`src/rtl/wdg_guard_pkg.sv`:
```
// Package: shared encodings for the watchdog clock guard.
// Assumes all consumers are synchronous to one system clock.
package wdg_guard_pkg;

    localparam int LVL_W = 2;
    localparam int SRC_W = 2;

    // Low-power level encoding; code 3 is an alias for level 4.
    typedef enum logic [LVL_W-1:0] {
        LVL_ACTIVE = 2'd0,
        LVL_3      = 2'd1,
        LVL_4      = 2'd2,
        LVL_4_ALT  = 2'd3
    } lp_level_e;

    // Tick source encoding.
    typedef enum logic [SRC_W-1:0] {
        SRC_SUB  = 2'd0,
        SRC_AUX  = 2'd1,
        SRC_MAIN = 2'd2,
        SRC_NONE = 2'd3
    } tick_src_e;

    // Fold the alias code onto level 4.
    function automatic lp_level_e norm_level(input lp_level_e lvl);
        return (lvl == LVL_4_ALT) ? LVL_4 : lvl;
    endfunction

endpackage

```
`src/rtl/wdg_lpm_policy.sv`:
```
// Module: wdg_lpm_policy
// Combinational low-power admission policy. Finds the deepest level that
// keeps the watchdog's tick source running. Assumes the caller registers
// the result.
module wdg_lpm_policy
    import wdg_guard_pkg::*;
(
    input  lp_level_e req_lvl,
    input  logic      hold,
    input  logic      use_aux,
    input  logic      sel_failed,
    output lp_level_e allowed_lvl
);

    lp_level_e req_n;

    // Purpose: normalise the request, then cap it against the watchdog clock.
    always_comb begin
        req_n = norm_level(req_lvl);
        if (hold) begin
            allowed_lvl = req_n;
        end else if (sel_failed || !use_aux) begin
            allowed_lvl = LVL_ACTIVE;
        end else if (req_n == LVL_4) begin
            allowed_lvl = LVL_3;
        end else begin
            allowed_lvl = req_n;
        end
    end

endmodule

```
`src/rtl/wdg_src_select.sv`:
```
// Module: wdg_src_select
// Registered choice of the watchdog tick source, with a fallback to the
// main clock while the selected source is flagged as failed. Assumes the
// failure flags are already synchronous to clk.
module wdg_src_select
    import wdg_guard_pkg::*;
(
    input  logic      clk,
    input  logic      rst_n,
    input  logic      use_aux,
    input  logic      aux_fail,
    input  logic      sub_fail,
    output logic      sel_failed,
    output tick_src_e src_q
);

    tick_src_e src_d;

    // Purpose: pick the failure flag of the selected source and the next source.
    always_comb begin
        sel_failed = use_aux ? aux_fail : sub_fail;
        if (sel_failed) begin
            src_d = SRC_MAIN;
        end else begin
            src_d = use_aux ? SRC_AUX : SRC_SUB;
        end
    end

    // Purpose: switch the source only on a system-clock edge.
    always_ff @(posedge clk) begin
        if (!rst_n) begin
            src_q <= SRC_SUB;
        end else begin
            src_q <= src_d;
        end
    end

    // a failed selected source is replaced by the main tick on the next edge.
    a_r7_fallback_on_fail: assert property (@(posedge clk) disable iff (!rst_n)
        ($past(rst_n) && $past(use_aux ? aux_fail : sub_fail)) |-> (src_q == SRC_MAIN));

    // a failed unselected auxiliary source does not disturb submain selection.
    a_r10_other_fail_ignored: assert property (@(posedge clk) disable iff (!rst_n)
        ($past(rst_n) && !$past(use_aux) && !$past(sub_fail)) |-> (src_q == SRC_SUB));

endmodule

```
`src/rtl/wdg_tick_mux.sv`:
```
// Module: wdg_tick_mux
// Routes one of the tick enables to the watchdog according to a registered
// source code. Assumes the ticks are one-cycle enables on the same clock.
module wdg_tick_mux
    import wdg_guard_pkg::*;
#(
    parameter int N_SRC = 3
) (
    input  tick_src_e        src,
    input  logic [N_SRC-1:0] ticks,
    output logic             tick_out
);

    logic [N_SRC-1:0] hit;

    // One AND term per source; the source code indexes the tick vector.
    for (genvar g = 0; g < N_SRC; g++) begin : g_term
        assign hit[g] = ticks[g] && (src == tick_src_e'(g));
    end

    // Purpose: merge the gated terms into the single tick output.
    always_comb begin
        tick_out = |hit;
    end

endmodule

```
`src/rtl/wdg_clk_guard.sv`:
```
// Module: wdg_clk_guard (top)
// Watchdog clock guard: grants low-power levels that keep the watchdog
// tick alive and feeds the watchdog a tick from its selected source, or
// from the main clock when that source fails. Assumes every input is
// synchronous to clk and that the reset is synchronous and active low.
module wdg_clk_guard
    import wdg_guard_pkg::*;
(
    input  logic       clk,
    input  logic       rst_n,
    input  logic [1:0] lpm_req,
    input  logic       wdt_hold,
    input  logic       wdt_clk_aux,
    input  logic       aux_fail,
    input  logic       sub_fail,
    input  logic       aux_tick,
    input  logic       sub_tick,
    input  logic       main_tick,
    output logic [1:0] lpm_grant,
    output logic       wdt_tick,
    output logic [1:0] tick_src,
    output logic       fallback_active
);

    localparam int N_SRC = 3;

    lp_level_e        allowed;
    lp_level_e        grant_q;
    logic             sel_failed;
    tick_src_e        src_q;
    logic [N_SRC-1:0] tick_vec;

    wdg_lpm_policy u_policy (
        .req_lvl     (lp_level_e'(lpm_req)),
        .hold        (wdt_hold),
        .use_aux     (wdt_clk_aux),
        .sel_failed  (sel_failed),
        .allowed_lvl (allowed)
    );

    wdg_src_select u_src (
        .clk        (clk),
        .rst_n      (rst_n),
        .use_aux    (wdt_clk_aux),
        .aux_fail   (aux_fail),
        .sub_fail   (sub_fail),
        .sel_failed (sel_failed),
        .src_q      (src_q)
    );

    // Tick vector indexed by source code: 0 submain, 1 auxiliary, 2 main.
    assign tick_vec = {main_tick, aux_tick, sub_tick};

    wdg_tick_mux #(.N_SRC(N_SRC)) u_mux (
        .src      (src_q),
        .ticks    (tick_vec),
        .tick_out (wdt_tick)
    );

    // Purpose: register the granted level so it changes only on an edge.
    always_ff @(posedge clk) begin
        if (!rst_n) begin
            grant_q <= LVL_ACTIVE;
        end else begin
            grant_q <= allowed;
        end
    end

    // Purpose: drive the output ports from the registered state.
    always_comb begin
        lpm_grant       = grant_q;
        tick_src        = src_q;
        fallback_active = (src_q == SRC_MAIN);
    end

    // with hold set, the request passes through with code 3 folded onto 2.
    a_r2_hold_passthru: assert property (@(posedge clk) disable iff (!rst_n)
        ($past(rst_n) && $past(wdt_hold)) |->
        (lpm_grant == (($past(lpm_req) == 2'd3) ? 2'd2 : $past(lpm_req))));

    // an unheld watchdog never allows level 4.
    a_r3_no_level4_unheld: assert property (@(posedge clk) disable iff (!rst_n)
        ($past(rst_n) && !$past(wdt_hold)) |-> (lpm_grant != 2'd2));

    // an unheld watchdog on the submain source keeps the system active.
    a_r4_submain_active: assert property (@(posedge clk) disable iff (!rst_n)
        ($past(rst_n) && !$past(wdt_hold) && !$past(wdt_clk_aux)) |-> (lpm_grant == 2'd0));

    // an unheld watchdog whose source failed keeps the system active.
    a_r5_failed_active: assert property (@(posedge clk) disable iff (!rst_n)
        ($past(rst_n) && !$past(wdt_hold) && $past(wdt_clk_aux) && $past(aux_fail))
        |-> (lpm_grant == 2'd0));

    // while the source is main, the submain and auxiliary ticks do not reach the output.
    a_r9_no_foreign_tick: assert property (@(posedge clk) disable iff (!rst_n)
        (tick_src == 2'd2 && !main_tick) |-> !wdt_tick);

endmodule

```
`config.mk`:
```
export PLATFORM = sky130hd
export DESIGN_NAME = wdg_clk_guard
export DESIGN_NICKNAME = d
export VERILOG_FILES = /design/src/rtl/wdg_guard_pkg.sv /design/src/rtl/wdg_lpm_policy.sv /design/src/rtl/wdg_src_select.sv /design/src/rtl/wdg_tick_mux.sv /design/src/rtl/wdg_clk_guard.sv
export SDC_FILE = /design/constraint.sdc
export NUM_CORES = 1
export LEC_CHECK = 0
export BUFFER_PORTS_ARGS = -buffer_cell sky130_fd_sc_hd__buf_4
export CAP_MARGIN = 20
export CORE_AREA = 2 2 39 41
export CTS_CLUSTER_SIZE = 8
export DETAILED_ROUTE_END_ITERATION = 10
export DIE_AREA = 0 0 41 43
export SYNTH_ARGS = -nofsm -noshare
export SYNTH_HDL_FRONTEND = slang
export SYNTH_HIERARCHICAL = 1
export SYNTH_SLANG_ARGS = --single-unit
```
`constraint.sdc`:
```
create_clock -name clk -period 1.45 [get_ports clk]
set_input_delay 0 -clock clk [delete_from_list [all_inputs] [get_ports clk]]
set_output_delay 0 -clock clk [all_outputs]
set_load 0.05 [all_outputs]
```
# Word-level counts from Yosys, hierarchy flattened
# Cells that the tools add are included.
classes:
  eq_ne: 4
  muxes: 7
  n_bitwise: 1
  reduce_logical: 8
ops:
  columns: ["op", "n"]
  rows:
  - ["$mux 2", 5]
  - ["$eq 2x2->1 const B", 3]
  - ["$logic_and 1x1->1", 3]
  - ["$reduce_or 3->1", 1]
  - ["$eq 2x1->1 const B", 1]
  - ["$logic_not 2->1", 1]
  - ["$mux 1", 2]
  - ["$reduce_or 2->1", 1]
  - ["$logic_not 1->1", 1]
  - ["$logic_or 1x1->1", 1]
  - ["$not 1->1", 1]
word_totals:
  ff_bits: 4
  in_bits: 11
  output_inout_bits: 6

# Depth between registers and ports, before layout
depth:
  depth_word: 6
  depth_mapped: 4
  ltp_nobuf: 4

# Modules after synthesis
# Netlist, hierarchy kept.
modules_own_cells:
  columns: ["mod", "instances", "cells_each", "area_per_inst_um2", "seq_area_each_um2"]
  rows:
  - ["wdg_src_select", 1, 6, 71.3, 40.0]
  - ["wdg_clk_guard", 1, 5, 66.3, 40.0]
  - ["wdg_lpm_policy", 1, 5, 32.5, 0.0]
  - ["wdg_tick_mux", 1, 3, 22.5, 0.0]

# Worst setup path after synthesis
# Ideal clock, no wire load.
synth_path:
  kind: "register to output"
  startpoint: "reg u_src.src_q[1]"
  endpoint: "out wdt_tick"
  arrival_time_ns: 1.522
  t_required_ns: 1.450
  slack_ns: -0.072
  path_stages_with_launch: 3
  path_buffers: 0
  cell_sequence: "dfxtp_1 mux2i_1 o21ai_1"
synth_via:
  elab_chain_len: 3
  word_cells_on_any_way: 7
synth_lines:
  columns: ["item", "line", "text"]
  rows:
  - ["start, declared", "wdg_src_select.sv:14", "output tick_src_e src_q"]
  - ["start signal, assigned", "wdg_src_select.sv:34", "src_q <= src_d;"]
  - ["$eq 2x1->1, or another cell as far along", "wdg_tick_mux.sv:18", "assign hit[g] = ticks[g] && (src == tick_src_e'(g));"]
  - ["$logic_and 1x1->1", "wdg_tick_mux.sv:18", null]
  - ["$reduce_or 3->1 *", "wdg_tick_mux.sv:23", "tick_out = |hit;"]
  - ["end, declared", "wdg_clk_guard.sv:20", "output logic wdt_tick,"]
# Mark *: on every way between the ends. The rest lies on a longest branch, timed or not.

# Worst setup path in the final report
layout_path:
  startpoint: "in aux_fail"
  endpoint: "reg grant_q[0], in the netlist lpm_grant[0]"
layout_via:
  elab_chain_len: 4
layout_lines:
  columns: ["item", "line", "text"]
  rows:
  - ["start, declared", "wdg_clk_guard.sv:14", "input logic aux_fail,"]
  - ["$mux 1", "wdg_src_select.sv:21", "sel_failed = use_aux ? aux_fail : sub_fail;"]
  - ["net sel_failed", "wdg_clk_guard.sv:29", "logic sel_failed;"]
  - ["$logic_or 1x1->1", "wdg_lpm_policy.sv:22", "end else if (sel_failed || !use_aux) begin"]
  - ["$mux 2", "wdg_lpm_policy.sv:22", null]
  - ["$mux 2", "wdg_lpm_policy.sv:20", "if (hold) begin"]
  - ["net allowed[0]", "wdg_clk_guard.sv:27", "lp_level_e allowed;"]
  - ["end signal, assigned", "wdg_clk_guard.sv:65", "grant_q <= allowed;"]
  - ["end, declared", "wdg_clk_guard.sv:28", "lp_level_e grant_q;"]
# The timed path passes the listed nets, and every way through them passes these cells.
# A chain may end at the register's enable or synchronous reset.

==> impl_metrics.ini <==
[floorplan]
io-pin-count = 17
start_util_pct = 13.9
die_area_sq_um = 1760
die_height_um = 43
die_w_um = 41
design.core.area_sq_um = 1380
num_rows = 14

[grt]
antenna_found_initial = 0
grt_usage_pct = 5.63
grt_pass1_wl_um = 572
grt_pass1_vias = 167
grt-ovfl-total = 0
grt_max_degree = 5

[sta]
final.period_utilization_pct = 85.2
fmax_ghz = 0.810
period_needed_ns = 1.24
hold_viol = 0
slew_headroom_pct = 84.9
maxSlewViolCount = 0
rsz0062_at_grt = no
tightestPinTransition_ns = 0.226
finalSetupViolations = 0
setup-tns-final_ns = 0

[synth]
synth.avg_cell_area_sq_um = 10.1
synth.distinct_cells = 13
synth_top_area_share_pct = 41.6
yosys.area.top_type = dfxtp_1
synth_area_sq_um = 193
netlist_top_cells_area = dfxtp_1 42%, and2_1 9.7%, mux2_4 7.8%, nor2b_4 7.1%, a211oi_2 6.5%
synth_seq_cells = 4
synth_nets = 30
ys_warn_count = 6
synth_cells = 19
ys_seq_area_share_pct = 41.6

[worst_setup_path]
worst-path-buf-inv = 2
max_stage_delay_ns = 0.53
startpoint_type = input pin
worstSetupEndpointType = flip-flop
worstSetupPathType = input pin to flip-flop
critPathRequiredTime_ns = 1.62
crit_arrival_ns = 1.41
cp.depth = 6
cp_cell_sequence = dlygate4sd3_1 -> buf_4 -> mux2_4 -> nand2b_1 -> a211oi_2 -> and2_1
critPathTopFamily = buffers and inverters
cp_max_fo = 2
cp_slowest_cell = dlygate4sd3_1

[final_layout]
diodes = 0
area_delta_synth_final_pct = 91.6
finalNetCount = 52
drive_gt1_share_pct = 61.5

[clock_tree]
cts_buffer_depth = 2
cts_sinks = 4
post_cts_buffers = 0
cts_inserted_buffers = 3
cts_tree = done
ctsResizeCount = 0
ctsHoldBuffers = 1
clkTransAtPathRegs_ns = 0.04
cts_root_buffer = clkbuf_4
htreeDepth = 1

[detailed_routing]
drt_iter0_drc = 7
routed_wl_um = 393
drc = 0
via_per_inst = 3.60
wl_met3_um = 71
dr_wl_met2_um = 167
drtAntennaViolNets = 0
dr.max_layer_used = met3
dr.pass1.iters = 2
wire_per_inst_um = 7.15
via_count = 198
wl_met1_um = 154

[hold_path]
hp-class = input pin to flip-flop
hold_depth = 2

[power_and_ir_drop]
total_leakage_power_nw = 0.181
power_w = 0.000360
ir_drop_v = 0.000257
powerDensity_nw_per_um2 = 977

[run_status]
outcome = finished clean

[placement]
routabilityCongestion = 0.567
io_buffers = 16

[run]
cap_violations = 0
==> Yosys cell counts <==
cell type  instances
a211oi_2           1
and2_1             3
and2_4             1
dfxtp_1            4
inv_1              1
mux2_4             1
mux2i_1            1
nand2_1            1
nand2b_1           1
nand3b_1           1
nor2_1             2
nor2b_4            1
o21ai_1            1
==> cell families after synthesis <==
kind of cell           synth area share (%)
multiplexers                           13.0
AO/OA/AOI/OAI                          9.09
buffers and inverters                  1.95
flip-flops                             41.6
AND/OR/NAND/NOR                        34.4
==> report_power, final <==
part	internal, W	total (W)	switching [W]
Sequential	0.000117	0.000121	0.00000471
Combinational	0.0000491	0.000104	0.0000547
Clock	0.0000924	0.000135	0.0000430
==> placed cells by master, fill, tap and decap left out, types with 2 or more instances in the layout <==
master and instances:
clkbuf_4 3, nor2_1 2, buf_4 16, and2_1 3, dfxtp_1 4
==> path summary, 6_finish.rpt <==
path / start / to / slack, ns
hold / removal: rst_n / lpm_grant[1] / 0.009
setup / recovery: aux_fail / lpm_grant[0] / 0.21
==> state kept, by name, indices dropped and copies added, names as in the netlist <==
name         cells
u_src/src_q      2
lpm_grant        2
==> final cells by class <==
type	instances	area, sq um
fill	152	1010
timing repair buffer	17	130
multi-input combinational	14	113
sequential	4	80.1
clock buffer	3	22.5
tap	16	20.0
inverter	1	3.75
==> stage by stage <==
stage / util [%] / std cells / hold WS (ns) / area [sq um] / setup slack (ns)
after global routing: 26.7 / 55 / 0.00773 / 369 / 0.185
after global placement: 24.3 / 51 / 0.175 / 337 / 0.488
final: 26.7 / 55 / 0.00856 / 369 / 0.215
after floorplan: - / 19 / 0.0715 / 196 / 0.169
after CTS: 26.7 / 55 / 0.00118 / 369 / 0.222
after detailed placement: 24.3 / 51 / 0.172 / 337 / 0.481
==> routing by layer <==
layer	up-vias	GRT usage, %
li1	104	-
met5	-	0
met4	0	8.00
met3	0	4.71
met1	79	4.21
met2	15	6.88
Power figures use the tool's default switching activity.
